<file path="src/rtl/dptr_pkg.sv">
package dptr_pkg;
  localparam int PTR_W    = 16;
  localparam int BYTE_W   = 8;
  localparam int NUM_PTR  = 2;
  localparam int SEL_W    = (NUM_PTR > 1) ? $clog2(NUM_PTR) : 1;

  localparam logic [BYTE_W-1:0] SFR_PTR_LO = 8'h82;
  localparam logic [BYTE_W-1:0] SFR_PTR_HI = 8'h83;
  localparam logic [BYTE_W-1:0] SFR_AUX    = 8'hA2;

  localparam int SEL_BIT  = 0;
  localparam int ZERO_BIT = 2;
  localparam int FLAG_BIT = 3;
  localparam int BOOT_BIT = 5;

  typedef enum logic [1:0] {
    PTR_HOLD = 2'd0,
    PTR_LOAD = 2'd1,
    PTR_INCR = 2'd2,
    PTR_BYTE = 2'd3
  } ptr_op_e;
endpackage

</file>
<file path="src/rtl/dptr_aux_reg.sv">
module dptr_aux_reg
  import dptr_pkg::*;
(
  input  logic              clk,
  input  logic              rst_n,
  input  logic [BYTE_W-1:0] boot_status,
  input  logic              boot_pin,
  input  logic              wr_en,
  input  logic [BYTE_W-1:0] wr_data,
  input  logic              inc_en,
  output logic              sel_q,
  output logic              flag_q,
  output logic              boot_q,
  output logic [BYTE_W-1:0] rd_val
);
  logic [BYTE_W-1:0] next_byte;

  always_comb begin
    rd_val           = '0;
    rd_val[SEL_BIT]  = sel_q;
    rd_val[FLAG_BIT] = flag_q;
    rd_val[BOOT_BIT] = boot_q;
  end

  always_comb begin
    next_byte           = inc_en ? (rd_val + BYTE_W'(1)) : wr_data;
    next_byte[ZERO_BIT] = 1'b0;
  end

  always_ff @(posedge clk) begin
    if (!rst_n) begin
      sel_q  <= 1'b0;
      flag_q <= 1'b0;
      boot_q <= (|boot_status) | boot_pin;
    end else if (inc_en || wr_en) begin
      sel_q  <= next_byte[SEL_BIT];
      flag_q <= next_byte[FLAG_BIT];
    end
  end
endmodule

</file>
<file path="src/rtl/dptr_bank.sv">
module dptr_bank
  import dptr_pkg::*;
#(
  parameter int W = PTR_W,
  parameter int N = NUM_PTR,
  parameter int SW = (N > 1) ? $clog2(N) : 1
) (
  input  logic              clk,
  input  logic              rst_n,
  input  logic [SW-1:0]     sel,
  input  logic              load,
  input  logic [W-1:0]      imm,
  input  logic              inc,
  input  logic              byte_we,
  input  logic              byte_hi,
  input  logic [BYTE_W-1:0] byte_data,
  output logic [W-1:0]      cur_ptr
);
  localparam int HI_LSB = W - BYTE_W;

  logic [W-1:0] ptr_q [N];
  ptr_op_e      op;

  always_comb begin
    if (load)         op = PTR_LOAD;
    else if (inc)     op = PTR_INCR;
    else if (byte_we) op = PTR_BYTE;
    else              op = PTR_HOLD;
  end

  for (genvar g = 0; g < N; g++) begin : g_ptr
    always_ff @(posedge clk) begin
      if (!rst_n) begin
        ptr_q[g] <= '0;
      end else if (sel == SW'(g)) begin
        case (op)
          PTR_LOAD: ptr_q[g] <= imm;
          PTR_INCR: ptr_q[g] <= ptr_q[g] + W'(1);
          PTR_BYTE: begin
            if (byte_hi) ptr_q[g][W-1:HI_LSB] <= byte_data;
            else         ptr_q[g][BYTE_W-1:0] <= byte_data;
          end
          default: ;
        endcase
      end
    end
  end

  assign cur_ptr = ptr_q[sel];
endmodule

</file>
<file path="src/rtl/dptr_offset.sv">
module dptr_offset
  import dptr_pkg::*;
#(
  parameter int W = PTR_W
) (
  input  logic [W-1:0]      base,
  input  logic [BYTE_W-1:0] offs,
  output logic [W-1:0]      sum
);
  assign sum = base + W'(offs);
endmodule

</file>
<file path="src/rtl/dptr_unit.sv">
module dptr_unit
  import dptr_pkg::*;
(
  input  logic        clk,
  input  logic        rst_n,
  input  logic [7:0]  boot_status,
  input  logic        boot_pin,
  input  logic [7:0]  sfr_addr,
  input  logic [7:0]  sfr_wdata,
  input  logic        sfr_we,
  input  logic        aux_inc,
  input  logic        uop_inc,
  input  logic        uop_load,
  input  logic [15:0] uop_imm,
  input  logic [7:0]  acc,
  output logic [7:0]  sfr_rdata,
  output logic [15:0] ptr_addr,
  output logic [15:0] sum_addr
);
  logic              hit_lo, hit_hi, hit_aux;
  logic              aux_sel, aux_flag, aux_boot;
  logic [BYTE_W-1:0] aux_val;
  logic [PTR_W-1:0]  cur_ptr;

  assign hit_lo  = (sfr_addr == SFR_PTR_LO);
  assign hit_hi  = (sfr_addr == SFR_PTR_HI);
  assign hit_aux = (sfr_addr == SFR_AUX);

  dptr_aux_reg u_aux (
    .clk         (clk),
    .rst_n       (rst_n),
    .boot_status (boot_status),
    .boot_pin    (boot_pin),
    .wr_en       (sfr_we & hit_aux),
    .wr_data     (sfr_wdata),
    .inc_en      (aux_inc),
    .sel_q       (aux_sel),
    .flag_q      (aux_flag),
    .boot_q      (aux_boot),
    .rd_val      (aux_val)
  );

  dptr_bank #(.W(PTR_W), .N(NUM_PTR)) u_bank (
    .clk       (clk),
    .rst_n     (rst_n),
    .sel       (SEL_W'(aux_sel)),
    .load      (uop_load),
    .imm       (uop_imm),
    .inc       (uop_inc),
    .byte_we   (sfr_we & (hit_lo | hit_hi)),
    .byte_hi   (hit_hi),
    .byte_data (sfr_wdata),
    .cur_ptr   (cur_ptr)
  );

  dptr_offset #(.W(PTR_W)) u_offs (
    .base (cur_ptr),
    .offs (acc),
    .sum  (sum_addr)
  );

  always_comb begin
    if (hit_lo)       sfr_rdata = cur_ptr[7:0];
    else if (hit_hi)  sfr_rdata = cur_ptr[15:8];
    else if (hit_aux) sfr_rdata = aux_val;
    else              sfr_rdata = '0;
  end

  assign ptr_addr = cur_ptr;
endmodule

</file>
<file path="config.mk">
export PLATFORM = sky130hd
export DESIGN_NAME = dptr_unit
export DESIGN_NICKNAME = d
export VERILOG_FILES = /design/src/rtl/dptr_pkg.sv /design/src/rtl/dptr_aux_reg.sv /design/src/rtl/dptr_bank.sv /design/src/rtl/dptr_offset.sv /design/src/rtl/dptr_unit.sv
export SDC_FILE = /design/constraint.sdc
export NUM_CORES = 1
export LEC_CHECK = 0
export CORE_ASPECT_RATIO = 0.5
export CORE_MARGIN = 4
export CORE_UTILIZATION = 43
export CTS_CLUSTER_SIZE = 30
export DETAILED_ROUTE_END_ITERATION = 8
export PLACE_DENSITY = 0.77
export SYNTH_ARGS = -nofsm -noshare
export SYNTH_HDL_FRONTEND = slang
export SYNTH_SLANG_ARGS = --single-unit
</file>
<file path="constraint.sdc">
create_clock -name clk -period 3.3 [get_ports clk]
set_input_delay 0.825 -clock clk [delete_from_list [all_inputs] [get_ports clk]]
set_output_delay 0.825 -clock clk [all_outputs]
set_load 0.03 [all_outputs]
</file>
## Yosys cells after proc, flatten, opt, wreduce, memory -nomap -nowiden

Memory sizes are Yosys's and may differ from the RTL's. A register that Yosys moved wholly into a read port is not among the register bits.
Index checks and enable logic that the tools add are counted.

| storage, ports and cells | value |
|---|---|
| register bits after elaboration | 3 |
| RAM bits | 32 |
| bits of input ports | 55 |
| output and inout bits | 40 |
| logic and storage cells | 76 |
| memories kept | 1 |

| cells by class | value |
|---|---|
| $add $sub $neg | 4 |
| eq/ne operators | 6 |
| muxes and demuxes | 48 |
| bitwise gates (word level) | 12 |
| reductions and logical operators | 2 |

Memories:

| memory | words | width | read ports | clocked after Yosys merged registers in | write ports | RTL line | RTL |
|---|---|---|---|---|---|---|---|
| u_bank.ptr_q | 2 | 16 | 3 | 1 | 2 | dptr_bank.sv:21 | `logic [W-1:0] ptr_q [N];` |

Operators with widths:

| operator | count |
|---|---|
| $mux W16 | 4 |
| $mux W8 | 6 |
| $mux W1 | 33 |
| $add A16 B1 Y16 const B | 2 |
| $eq A8 B8 Y1 const B | 3 |
| $add A16 B8 Y16 | 1 |
| $or A1 B1 Y1 | 10 |
| $reduce_or A8 Y1 | 1 |
| $mux W2 | 3 |
| $mux W6 | 1 |
| $add A4 B1 Y4 const B | 1 |
| $eq A2 B2 Y1 const B | 2 |
| $mux W4 | 1 |
| $and A1 B1 Y1 | 2 |
| $eq A2 B1 Y1 const B | 1 |
| $logic_or A1 B1 Y1 | 1 |

## Depth between registers and ports, before layout

Gate-level depths: netlist of run 1.

| logic depth | value |
|---|---|
| depth in word-level cells | 14 |
| mapped depth | 9 |
| gate-level depth less buffers | 8 |

## Modules after synthesis

A second synthesis of run 1 with hierarchy kept.

| second synthesis, totals | value |
|---|---|
| cell total of the unflattened synthesis | 407 |
| area, all modules | 3549.7 um^2 |

Modules (own cells, without submodules):

| module | instances | cells each | area an instance (um^2) | seq. area each (um^2) |
|---|---|---|---|---|
| dptr_bank | 1 | 278 | 2547.4 | 960.9 |
| dptr_offset | 1 | 62 | 490.5 | 0.0 |
| dptr_unit | 1 | 43 | 302.8 | 0.0 |
| dptr_aux_reg | 1 | 24 | 209.0 | 70.1 |

## Least setup slack after synthesis of run 1

Ideal clock, no wire load.

| path | value |
|---|---|
| kind | reg2out |
| start | reg with a tool-made name |
| end | out sum_addr[14] |
| arrival time | 2.993 ns |
| data required time | 2.475 ns |
| path slack | -0.518 ns |
| stages on the path, launching flop included | 10 |
| path buffers | 2 |
| cell sequence | dfxtp_1 > buf_2 > buf_2 > mux2_2 > fa_1 > a211oi_1 > o21ai_0 > a31oi_1 > nor4_1 > xnor2_1 |

RTL lines:

| element | RTL line | RTL |
|---|---|---|
| end, declared | dptr_unit.sv:18 | `output logic [15:0] sum_addr` |

==> results of run 1 <==
## what timing repair did
item | in CTS | in global routing
endpoints found under the setup margin | 12 | 10
hold endpoints to repair | 0 | 0
gates cloned | 0 | 0
setup buffers | 5 | 4
resized for setup | 45 | 6
pin swaps | 23 | 8
## state kept, by name (all words and copies together), names as in the netlist, named ones only
signal,flops
u_aux.boot_q,1
u_bank.ptr_q,32
u_aux.sel_q,1
u_aux.flag_q,1
## where the power goes
part	internal, mW	total [mW]	leakage, nW	switching [mW]
Combinational	0.384	0.832	1.56	0.448
Clock	0.277	0.458	0.0645	0.180
Sequential	0.544	0.598	0.382	0.0545
## path summary, 6_finish.rpt
path | endpoint | cells past startpoint | from | slack (ps)
setup / recovery | sum_addr[14] | 9 | u_bank.ptr_q[1][0] | -150
hold / removal | u_aux.flag_q | 2 | u_aux.flag_q | 500
setup reg to reg | u_bank.ptr_q[1][10] | 7 | u_bank.ptr_q[1][0] | 1270
hold reg to reg | u_aux.flag_q | 2 | u_aux.flag_q | 500
## layout make-up
class / instances / area share
clock buffers: 6 / 0.0260
clock inverters: 2 / 0.00227
inverters: 15 / 0.0114
multi-input cells: 302 / 0.466
flip-flops and latches: 36 / 0.212
well taps: 92 / 0.0232
repair buffers: 143 / 0.258
## cells in the final DEF (no fill, tap or decap), types with 4 or more instances in the layout
cell,netlist,layout
a21oi_1,14,12
a211oi_1,8,6
nand4_1,10,10
nor4_1,5,4
clkbuf_16,0,5
a22oi_1,10,10
edfxtp_1,33,33
nand3_1,15,15
clkdlybuf4s50_1,0,64
nor2_1,40,38
nand2_1,36,35
nor3_4,0,4
nor2b_1,4,4
o21ai_0,25,24
nor3_1,10,6
ha_4,0,8
xnor2_1,20,13
dlygate4sd2_1,0,6
xnor2_2,0,7
buf_6,0,10
a221o_1,4,4
o221ai_1,5,5
nand2b_1,7,7
xor2_1,18,18
mux2i_1,10,10
a21o_1,7,7
mux2_4,0,6
inv_1,15,15
buf_4,0,62
## kinds of logic (layout without fill, tap and decap cells)
| logic type | Yosys count | after routing | share of synthesized area |
|---|---|---|---|
| flops | 36 | 36 | 0.333 |
| mux | 19 | 19 | 0.0638 |
| xor+xnor | 38 | 38 | 0.105 |
| fa+ha+maj | 11 | 11 | 0.0460 |
| simple gates | 143 | 143 | 0.227 |
| buf+inv | 25 | 166 | 0.0305 |
| compound gates | 91 | 91 | 0.194 |
## per-layer routing
metal  routed length, um  up-vias  GRT usage
met5                   0        -          0
met4                 149        0     0.0694
met3                1270       18     0.0538
met2                5120      179      0.406
met1                5200     1647      0.368
li1                    -     1648          -
## worst reg2reg max path: cells and delay by family (launching register included)
kind | cells | cell delay [ps]
multiplexers | 1 | 220
AO/OA/AOI/OAI | 2 | 300
flip-flops | 1 | 410
AND/OR/NAND/NOR | 2 | 490
buffers and inverters | 1 | 150
adder cells (fa/ha/maj) | 1 | 200
## through the flow
step	worst slack [ps]	area (um^2)	std cells	TNS, ps	power [mW]
after floorplan	0.586	3250	363	0	0.997
after global placement	-374	4520	581	-2770	1.32
after detailed placement	-412	4520	581	-2960	1.33
after CTS	-93.2	4910	594	-357	1.86
after global routing	-256	4960	596	-1510	1.96
final	-150	4960	596	-760	1.89
==> impl_metrics.csv, run 1 <==
group,metric,value,unit
clocking,clk_path_buf_depth,2,
die,row_count,21,
sta,tightestPinTransition,555,ps
outcome,violations,"setup timing",
yosys,ys_ff_latch,36,
sta,rsz0062_at_grt,"yes",
place,gp_congestion,0.912,
yosys,synth_area_per_cell,8.69,um^2
die,core_region_area,6910,um^2
global_route,grt_pass1_vias,3158,
route,post-route-drc-count,0,
die,die_w,129,um
sta,slew_violations,0,
finish,multiInputGateArea,2310,um^2
finish,fill_cells,521,
clocking,hold_buffers,0,
yosys,synthFlopType,"edfxtp_1",
global_route,overflow,0,
sta,max_freq,0.290,GHz
sta,finalHoldViolations,0,
finish,final-seq-area,1050,um^2
finish,post-route-util,0.717,
yosys,synth_area_leaders,"edfxtp_1 (31%), xnor2_1 (5.6%), xor2_1 (5.0%), nor2_1 (4.8%), nand2_1 (4.3%)",
yosys,synth_edf_count,33,
sta,post-route-period-util,1.05,
yosys,syn_nets,429,
yosys,ys_seq_area_frac,0.333,
clocking,cts_root_buf,"clkbuf_16",
yosys,synth_top_area_frac,0.314,
finish,n_antenna_cell,0,
global_route,grt_pass1_wl,17300,um
clocking,cts_tree,"yes",
min_path,hp-class,"reg -> reg",
place,numPortBuffers,94,
clocking,htreeDepth,2,
yosys,synth_top_area_cell,"edfxtp_1",
die,fp.dieArea,8860,um^2
sta,skew,8.21,ps
yosys,synth.distinct_cells,44,
global_route,grt_antenna_before_repair,0,
setup_path,crit_required,2470,ps
sta,layout_setup_ws,-150,ps
outcome,status,"finished, violations left",
sta,fin_crit,3450,ps
route,viasPerCell,5.86,
route,drt_iter0_drc,292,
power_and_ir_drop,peakVddDrop,312,uV
setup_path,slowest_delay,450,ps
setup_path,crit_buf_inv,1,
setup_path,cpLargestDelayFamily,"compound AO/OA/AOI/OAI gates",
route,drtAntennaViolNets,0,
sta,hold-worst-slack,501,ps
setup_path,critPathLaunchType,"register",
yosys,postSynthCellCount,363,
die,start_util,0.457,
setup_path,end_kind,"primary output",
clocking,cts_num_sinks,36,
yosys,yosysMostFrequentCell,"nor2_1",
setup_path,arrival,2620,ps
finish,syn2layout_area_growth,57.1,%
sta,relSlewSlack,0.628,
route,post_drt_wl_per_cell,19.7,um
clocking,clk_latency,290,ps
yosys,ys_top_cells_by_count,"nor2_1 (40), nand2_1 (36), edfxtp_1 (33)",
setup_path,crit_path_max_fanout,4,
setup_path,crit_type,"reg -> out",
route,drt_first_pass_iters,6,
global_route,grt_max_degree,17,
sta,setup_viol,8,
setup_path,crit_chain,"mux2_4, ha_4, fa_2, a211oi_2, o21ai_2, a31oi_4, nor4_4, xnor2_2, buf_6",
run,cap_violations,0,
yosys,synthArstFlopShare,0,
finish,nets,569,
yosys,syn_area,3160,um^2
power_and_ir_drop,leakagePower,2.00,nW
finish,drive_above_1_share,0.248,
setup_path,cp_slowest_cell,"edfxtp_1",
die,die_h,68.6,um
clocking,numCtsBuffers,5,
clocking,clk_pin_slew,50,ps
die,ios,95,
power_and_ir_drop,p_per_area,381,nW/um^2
route,dr_total_vias,3492,
route,drt_wl_total,11800,um
yosys,synth_warnings,0,
place,hpwl,9090,um
global_route,grt_use_total,0.259,
Power figures use the tool's default switching activity.
==> inputs of run 2 (changes only) <==
Settings changed: CORE_UTILIZATION 43 to 45, PLACE_DENSITY 0.77 to 0.78, SYNTH_HIERARCHICAL set to 1.
==> run 2 against run 1 <==
The run still ends with setup timing left; highest routed layer unchanged; wire length rose by 7.1%; global-route usage down 0.12 points; first-iteration DRC count up 44%; worst setup slack better by 30 ps.
==> impl_metrics.csv, run 2 <==
group,metric,value,unit
yosys,synth_area_leaders,"edfxtp_1 (28%), o21ai_0 (4.8%), xnor2_1 (4.7%), mux2_2 (4.1%), mux2i_1 (3.9%)",
setup_path,crit_buf_inv,1,
power_and_ir_drop,total_power,1.91,mW
yosys,yosys.area_share.simple,0.256,
yosys,yosysMostFrequentCell,"nand2_1",
clocking,htreeDepth,2,
finish,largest_register_ffs,32,
setup_path,arrival,2600,ps
setup_path,r2r-start,"u_aux/sel_q",
die,ios,95,
setup_path,cp_slowest_cell,"dfxtp_4",
sta,setup_viol,5,
sta,tightestPinTransition,547,ps
setup_path,end_kind,"primary output",
sta,rsz0062_at_grt,"yes",
sta,layout_setup_ws,-120,ps
global_route,grt_antenna_before_repair,0,
power_and_ir_drop,power.share.clock,0.231,
clocking,cts_tree,"yes",
sta,fin_setup_tns,-448,ps
setup_path,crit_path_max_fanout,6,
yosys,postSynthCellCount,407,
yosys,synth_warnings,6,
place,dp_slack,-521,ps
run,cap_violations,0,
yosys,synth_area_per_cell,8.72,um^2
power_and_ir_drop,peakVddDrop,199,uV
yosys,synth_compound_area_frac,0.197,
power_and_ir_drop,p_sw_frac,0.361,
global_route,grt_pass1_wl,19500,um
die,row_count,22,
setup_path,worst_r2r_path_depth,7,
setup_path,crit_required,2470,ps
sta,max_freq,0.292,GHz
finish,nets,616,
sta,relSlewSlack,0.633,
place,placed_area,4990,um^2
yosys,synth.area.mux_share,0.0807,
yosys,synth_top_area_frac,0.279,
yosys,synth_top_area_cell,"edfxtp_1",
outcome,violations,"setup timing",
place,hpwl,9340,um
clocking,cts_num_sinks,35,
route,drtAntennaViolNets,0,
power_and_ir_drop,p_per_area,356,nW/um^2
sta,fin_crit,3420,ps
clocking,clk_pin_slew,50,ps
finish,fin_cells,659,
place,dp_cells,647,
power_and_ir_drop,comb_power_share,0.468,
power_and_ir_drop,p_int,1.22,mW
route,top_layer,"met4",
route,post-route-drc-count,0,
min_path,hp-class,"reg -> reg",
finish,multiInputGateArea,2600,um^2
yosys,synthAdderAreaFrac,0.0409,
route,wl_met1,5330,um
setup_path,startpoint,"u_aux/sel_q",
min_path,min_from,"u_aux/flag_q",
clocking,cts_root_buf,"clkbuf_16",
sta,skew,6.56,ps
global_route,grt_use_total,0.258,
setup_path,cpLargestDelayFamily,"adder cells",
yosys,ys_seq_area_frac,0.290,
yosys,syn_area,3550,um^2
finish,fill_cells,552,
yosys,synth_xor_xnor_area_share,0.0716,
global_route,grt_pass1_vias,3628,
finish,final_cell_mix,"buf_4 (76), clkdlybuf4s50_1 (64), nand2_1 (34)",
finish,syn2layout_area_growth,50.8,%
setup_path,worstSetupPathDepth,9,
finish,final-seq-area,1030,um^2
sta,post-route-period-util,1.04,
outcome,status,"finished, violations left",
power_and_ir_drop,leakagePower,2.02,nW
route,viasPerCell,5.86,
yosys,ys_top_cells_by_count,"nand2_1 (36), o21ai_0 (34), edfxtp_1 (33)",
finish,final_area,5350,um^2
clocking,hold_buffers,0,
route,drt_wl_total,12600,um
setup_path,critPathLaunchType,"register",
yosys,synth_top_family_by_area,"simple AND/OR/NAND/NOR gates",
power_and_ir_drop,power_frac_seq,0.301,
sta,slew_violations,0,
route,route.met2.wl,5630,um
setup_path,crit_chain,"mux2_4, ha_4, fa_2, a21o_4, a41oi_4, and2_4, o21ai_4, xor2_4, buf_6",
finish,layout_commonest_cell,"buf_4",
route,dr_total_vias,3862,
yosys,synthArstFlopShare,0,
finish,n_antenna_cell,0,
global_route,overflow,0,
route,drt_first_pass_iters,5,
place,numPortBuffers,94,
sta,finalHoldViolations,0,
route,drt_iter0_drc,420,
setup_path,worst-r2r-setup-slack,1210,ps
sta,hold-worst-slack,517,ps
die,die_h,70.8,um
clocking,numCtsBuffers,5,
clocking,clk_latency,270,ps
yosys,synth_edf_count,33,
power_and_ir_drop,power.switching,0.687,mW
finish,largest-register,"u_bank/ptr_q",
setup_path,crit_type,"reg -> out",
setup_path,r2r-end,"u_bank/ptr_q[1][8]",
setup_path,slowest_delay,390,ps
route,routed-wl-met3,1460,um
die,fp.dieArea,9460,um^2
finish,drive_above_1_share,0.292,
global_route,grt_max_degree,17,
die,start_util,0.474,
finish,post-route-util,0.715,
clocking,clk_path_buf_depth,2,
yosys,synth.distinct_cells,72,
route,post_drt_wl_per_cell,19.1,um
yosys,synthFlopType,"edfxtp_1",
yosys,ys_ff_latch,35,
die,core_region_area,7490,um^2
setup_path,crit_end,"sum_addr[8]",
place,gp_congestion,0.925,
die,die_w,134,um
-- run 2: worst register-to-register path: cells and delay by family (launching register included) --
kind / cells / cell delay, ps
and+or+nand+nor: 2 / 650
DFF: 1 / 390
buffers and inverters: 3 / 570
AOI/OAI and AO/OA: 2 / 290
-- run 2: power by group through the flow --
stage / logic [mW] / clock network (mW) / registers, mW
2_1_floorplan: 0.453 / 0 / 0.572
6_report: 0.892 / 0.441 / 0.573
5_1_grt: 0.944 / 0.470 / 0.577
3_3_place_gp: 0.792 / 0 / 0.577
3_5_place_dp: 0.802 / 0 / 0.578
4_1_cts: 0.862 / 0.444 / 0.570
-- run 2: worst min-delay path by stage --
| stage | to | slack (ps) | depth (start not counted) |
|---|---|---|---|
| CTS | u_aux/flag_q | 520 | 2 |
| floorplan | u_aux/flag_q | 460 | 2 |
| global placement | u_aux/flag_q | 510 | 2 |
| global route | u_aux/flag_q | 560 | 2 |
| detailed placement | u_aux/flag_q | 510 | 2 |
| finish | u_aux/flag_q | 520 | 2 |
-- run 2: per-layer routing --
| layer | up-vias | track usage |
|---|---|---|
| li1 | 1810 | - |
| met1 | 1814 | 0.371 |
| met2 | 222 | 0.412 |
| met3 | 16 | 0.0412 |
| met4 | 0 | 0.0582 |
| met5 | - | 0 |
-- run 2: cell type report --
class	instances	share of cell area
Multi-Input combinational cell	340	0.486
Timing Repair Buffer	160	0.265
Sequential cell	35	0.193
Tap cell	108	0.0252
Clock buffer	6	0.0241
Inverter	8	0.00561
Clock inverter	2	0.00140
-- run 2: repair_timing --
action | in CTS | in global routing
gates cloned | 0 | 0
pin swaps | 18 | 10
gates resized for setup | 43 | 10
setup endpoints to repair | 11 | 10
buffers inserted | 3 | 1
-- run 2: logic make-up (layout without fill, tap and decap cells) --
family	Yosys count	count (layout)
other	1	5
DFF	35	35
adders and majority gates	11	11
buffers and inverters	36	176
xor gates and xnor gates	29	29
and+or+nand+nor	158	158
AOI/OAI and AO/OA	110	110
muxes	27	27
==> inputs of run 3 (changes only) <==
Settings changed: CORE_UTILIZATION 45 to 50, PLACE_DENSITY 0.78 to 0.82.
Clock period 3.3 ns to 3.45 ns, I/O delays scaled along.
==> run 3 against run 2 <==
The flow still finishes with violations (setup timing); critical path depth is 1 higher; global-route usage is 2.9 points higher; clock skew decreased by 1.2 ps; cell count shrank 3.6%; first-iteration DRC count shrank 1.2%.
==> impl_metrics.csv, run 3 (same netlist as run 2, synthesis figures left out) <==
group,metric,value,unit
outcome,status,"finished, violations left",
outcome,violations,"setup timing",
sta,max_freq,0.287,GHz
die,start_util,0.524,
place,dp_slack,-465,ps
place,numPortBuffers,94,
min_path,hp-class,"reg -> reg",
place,placed_area,4800,um^2
route,viasPerCell,6.34,
setup_path,end_kind,"primary output",
route,drt_wl_total,12800,um
setup_path,critPathLaunchType,"register",
setup_path,r2r-start,"u_bank/ptr_q[0][0]",
global_route,grt_use_total,0.287,
setup_path,worst_r2r_path_depth,6,
clocking,cts_num_sinks,35,
sta,slew_violations,0,
global_route,grt_antenna_before_repair,0,
global_route,grt_pass1_vias,3789,
die,fp.dieArea,8590,um^2
route,drt_iter0_drc,415,
finish,multiInputGateArea,2560,um^2
clocking,clk_path_buf_depth,2,
sta,layout_setup_ws,-35.8,ps
finish,final-seq-area,1030,um^2
sta,hold-worst-slack,499,ps
sta,fin_crit,3490,ps
route,dr_total_vias,4029,
global_route,grt_pass1_wl,19300,um
route,drtAntennaViolNets,0,
route,drt_first_pass_iters,5,
finish,final_cell_mix,"buf_4 (71), clkdlybuf4s50_1 (63), nand2_1 (35)",
setup_path,crit_path_max_fanout,10,
sta,skew,5.39,ps
setup_path,r2r-end,"u_bank/ptr_q[0][14]",
sta,rsz0062_at_grt,"yes",
finish,largest-register,"u_bank/ptr_q",
finish,syn2layout_area_growth,48.3,%
place,hpwl,9190,um
clocking,numCtsBuffers,5,
min_path,hold_end,"u_aux/flag_q",
setup_path,arrival,2620,ps
place,gp_congestion,0.981,
clocking,htreeDepth,2,
setup_path,worst-r2r-setup-slack,1360,ps
min_path,min_from,"u_aux/flag_q",
die,core_region_area,6780,um^2
clocking,clk_pin_slew,50,ps
sta,finalHoldViolations,0,
setup_path,crit_type,"reg -> out",
global_route,overflow,0,
clocking,cts_tree,"yes",
finish,final_area,5260,um^2
power_and_ir_drop,leakagePower,1.99,nW
route,post_drt_wl_per_cell,20.2,um
global_route,grt_max_degree,15,
finish,layout_commonest_cell,"buf_4",
die,die_h,67.6,um
sta,post-route-period-util,1.01,
power_and_ir_drop,p_per_area,365,nW/um^2
sta,relSlewSlack,0.555,
die,die_w,127,um
setup_path,cp_slowest_cell,"dfxtp_4",
sta,tightestPinTransition,663,ps
die,ios,95,
setup_path,crit_chain,"buf_6, mux2_2, ha_4, buf_4, a21oi_4, buf_4, a31oi_4, nand3_2, xnor2_2, buf_6",
finish,largest_register_ffs,32,
clocking,cts_root_buf,"clkbuf_16",
die,row_count,21,
finish,nets,608,
finish,drive_above_1_share,0.278,
power_and_ir_drop,peakVddDrop,190,uV
finish,n_antenna_cell,0,
run,cap_violations,0,
sta,setup_viol,4,
setup_path,crit_required,2590,ps
clocking,clk_latency,280,ps
setup_path,slowest_delay,420,ps
power_and_ir_drop,total_power,1.92,mW
min_path,holdPathStages,2,
finish,fill_cells,461,
route,post-route-drc-count,0,
==> run 3: changes by cell type in the layout (fill, tap and decap cells not counted), sizes merged <==
| cell | change |
|---|---|
| clkinv | -1 |
| dlygate4sd2 | -1 |
| clkdlybuf4s50 | -1 |
| buf | -8 |
| dlymetal6s2s | +2 |
| clkbuf | -2 |
| clkdlybuf4s15 | +2 |
| bufinv | +1 |
==> run 3: critical path: cells and delay by family, from the launching register on <==
family,cells,cell delay (ps)
simple gates,1,130
fa+ha+maj,1,300
buf+inv,4,600
compound gates,2,310
mux,1,390
flops,1,420
xor+xnor,1,190
==> run 3: metal layers <==
layer,track usage,up-vias,share of wire
met2,0.503,315,0.46
met1,0.365,1881,0.37
met3,0.0632,40,0.14
met5,0,-,0
met4,0.0802,0,0.024
li1,-,1793,-
==> run 3: worst max path at each step <==
| stage | startpoint | end | slack, ps | depth (start not counted) |
|---|---|---|---|---|
| 2_1_floorplan | u_aux/sel_q | sum_addr[8] | 4 | 10 |
| 3_3_place_gp | acc[1] | sum_addr[7] | -440 | 8 |
| 3_5_place_dp | acc[0] | sum_addr[14] | -460 | 9 |
| 4_1_cts | u_aux/sel_q | sum_addr[8] | -30 | 9 |
| 5_1_grt | u_aux/sel_q | sum_addr[11] | -110 | 9 |
| 6_report | u_aux/sel_q | sum_addr[14] | -40 | 10 |
==> run 3: report_power, final <==
part / total [mW] / switching (mW) / internal [mW]
Clock: 0.532 / 0.173 / 0.359
Sequential: 0.547 / 0.0400 / 0.507
Combinational: 0.839 / 0.457 / 0.382
==> run 3: layout make-up <==
cell class | instances | share of cell area
inverters | 8 | 0.00570
clock buffers | 6 | 0.0264
flip-flops and latches | 35 | 0.197
well taps | 92 | 0.0219
clock inverters | 2 | 0.00666
repair buffers | 152 | 0.256
multi-input cells | 340 | 0.486
==> run 3: stage by stage <==
stage,TNS [ps],util,instances
global route,-659,0.776,635
global placement,-2630,0.708,618
CTS,-31.6,0.765,630
floorplan,0,-,411
finish,-95.1,0.776,635
detailed placement,-3210,0.708,618
==> run 3: what timing repair did <==
item,in CTS,in global routing
hold buffers,0,0
endpoints found under the setup margin,11,10
pin swaps,9,13
gates resized for setup,42,10
setup buffers,4,5
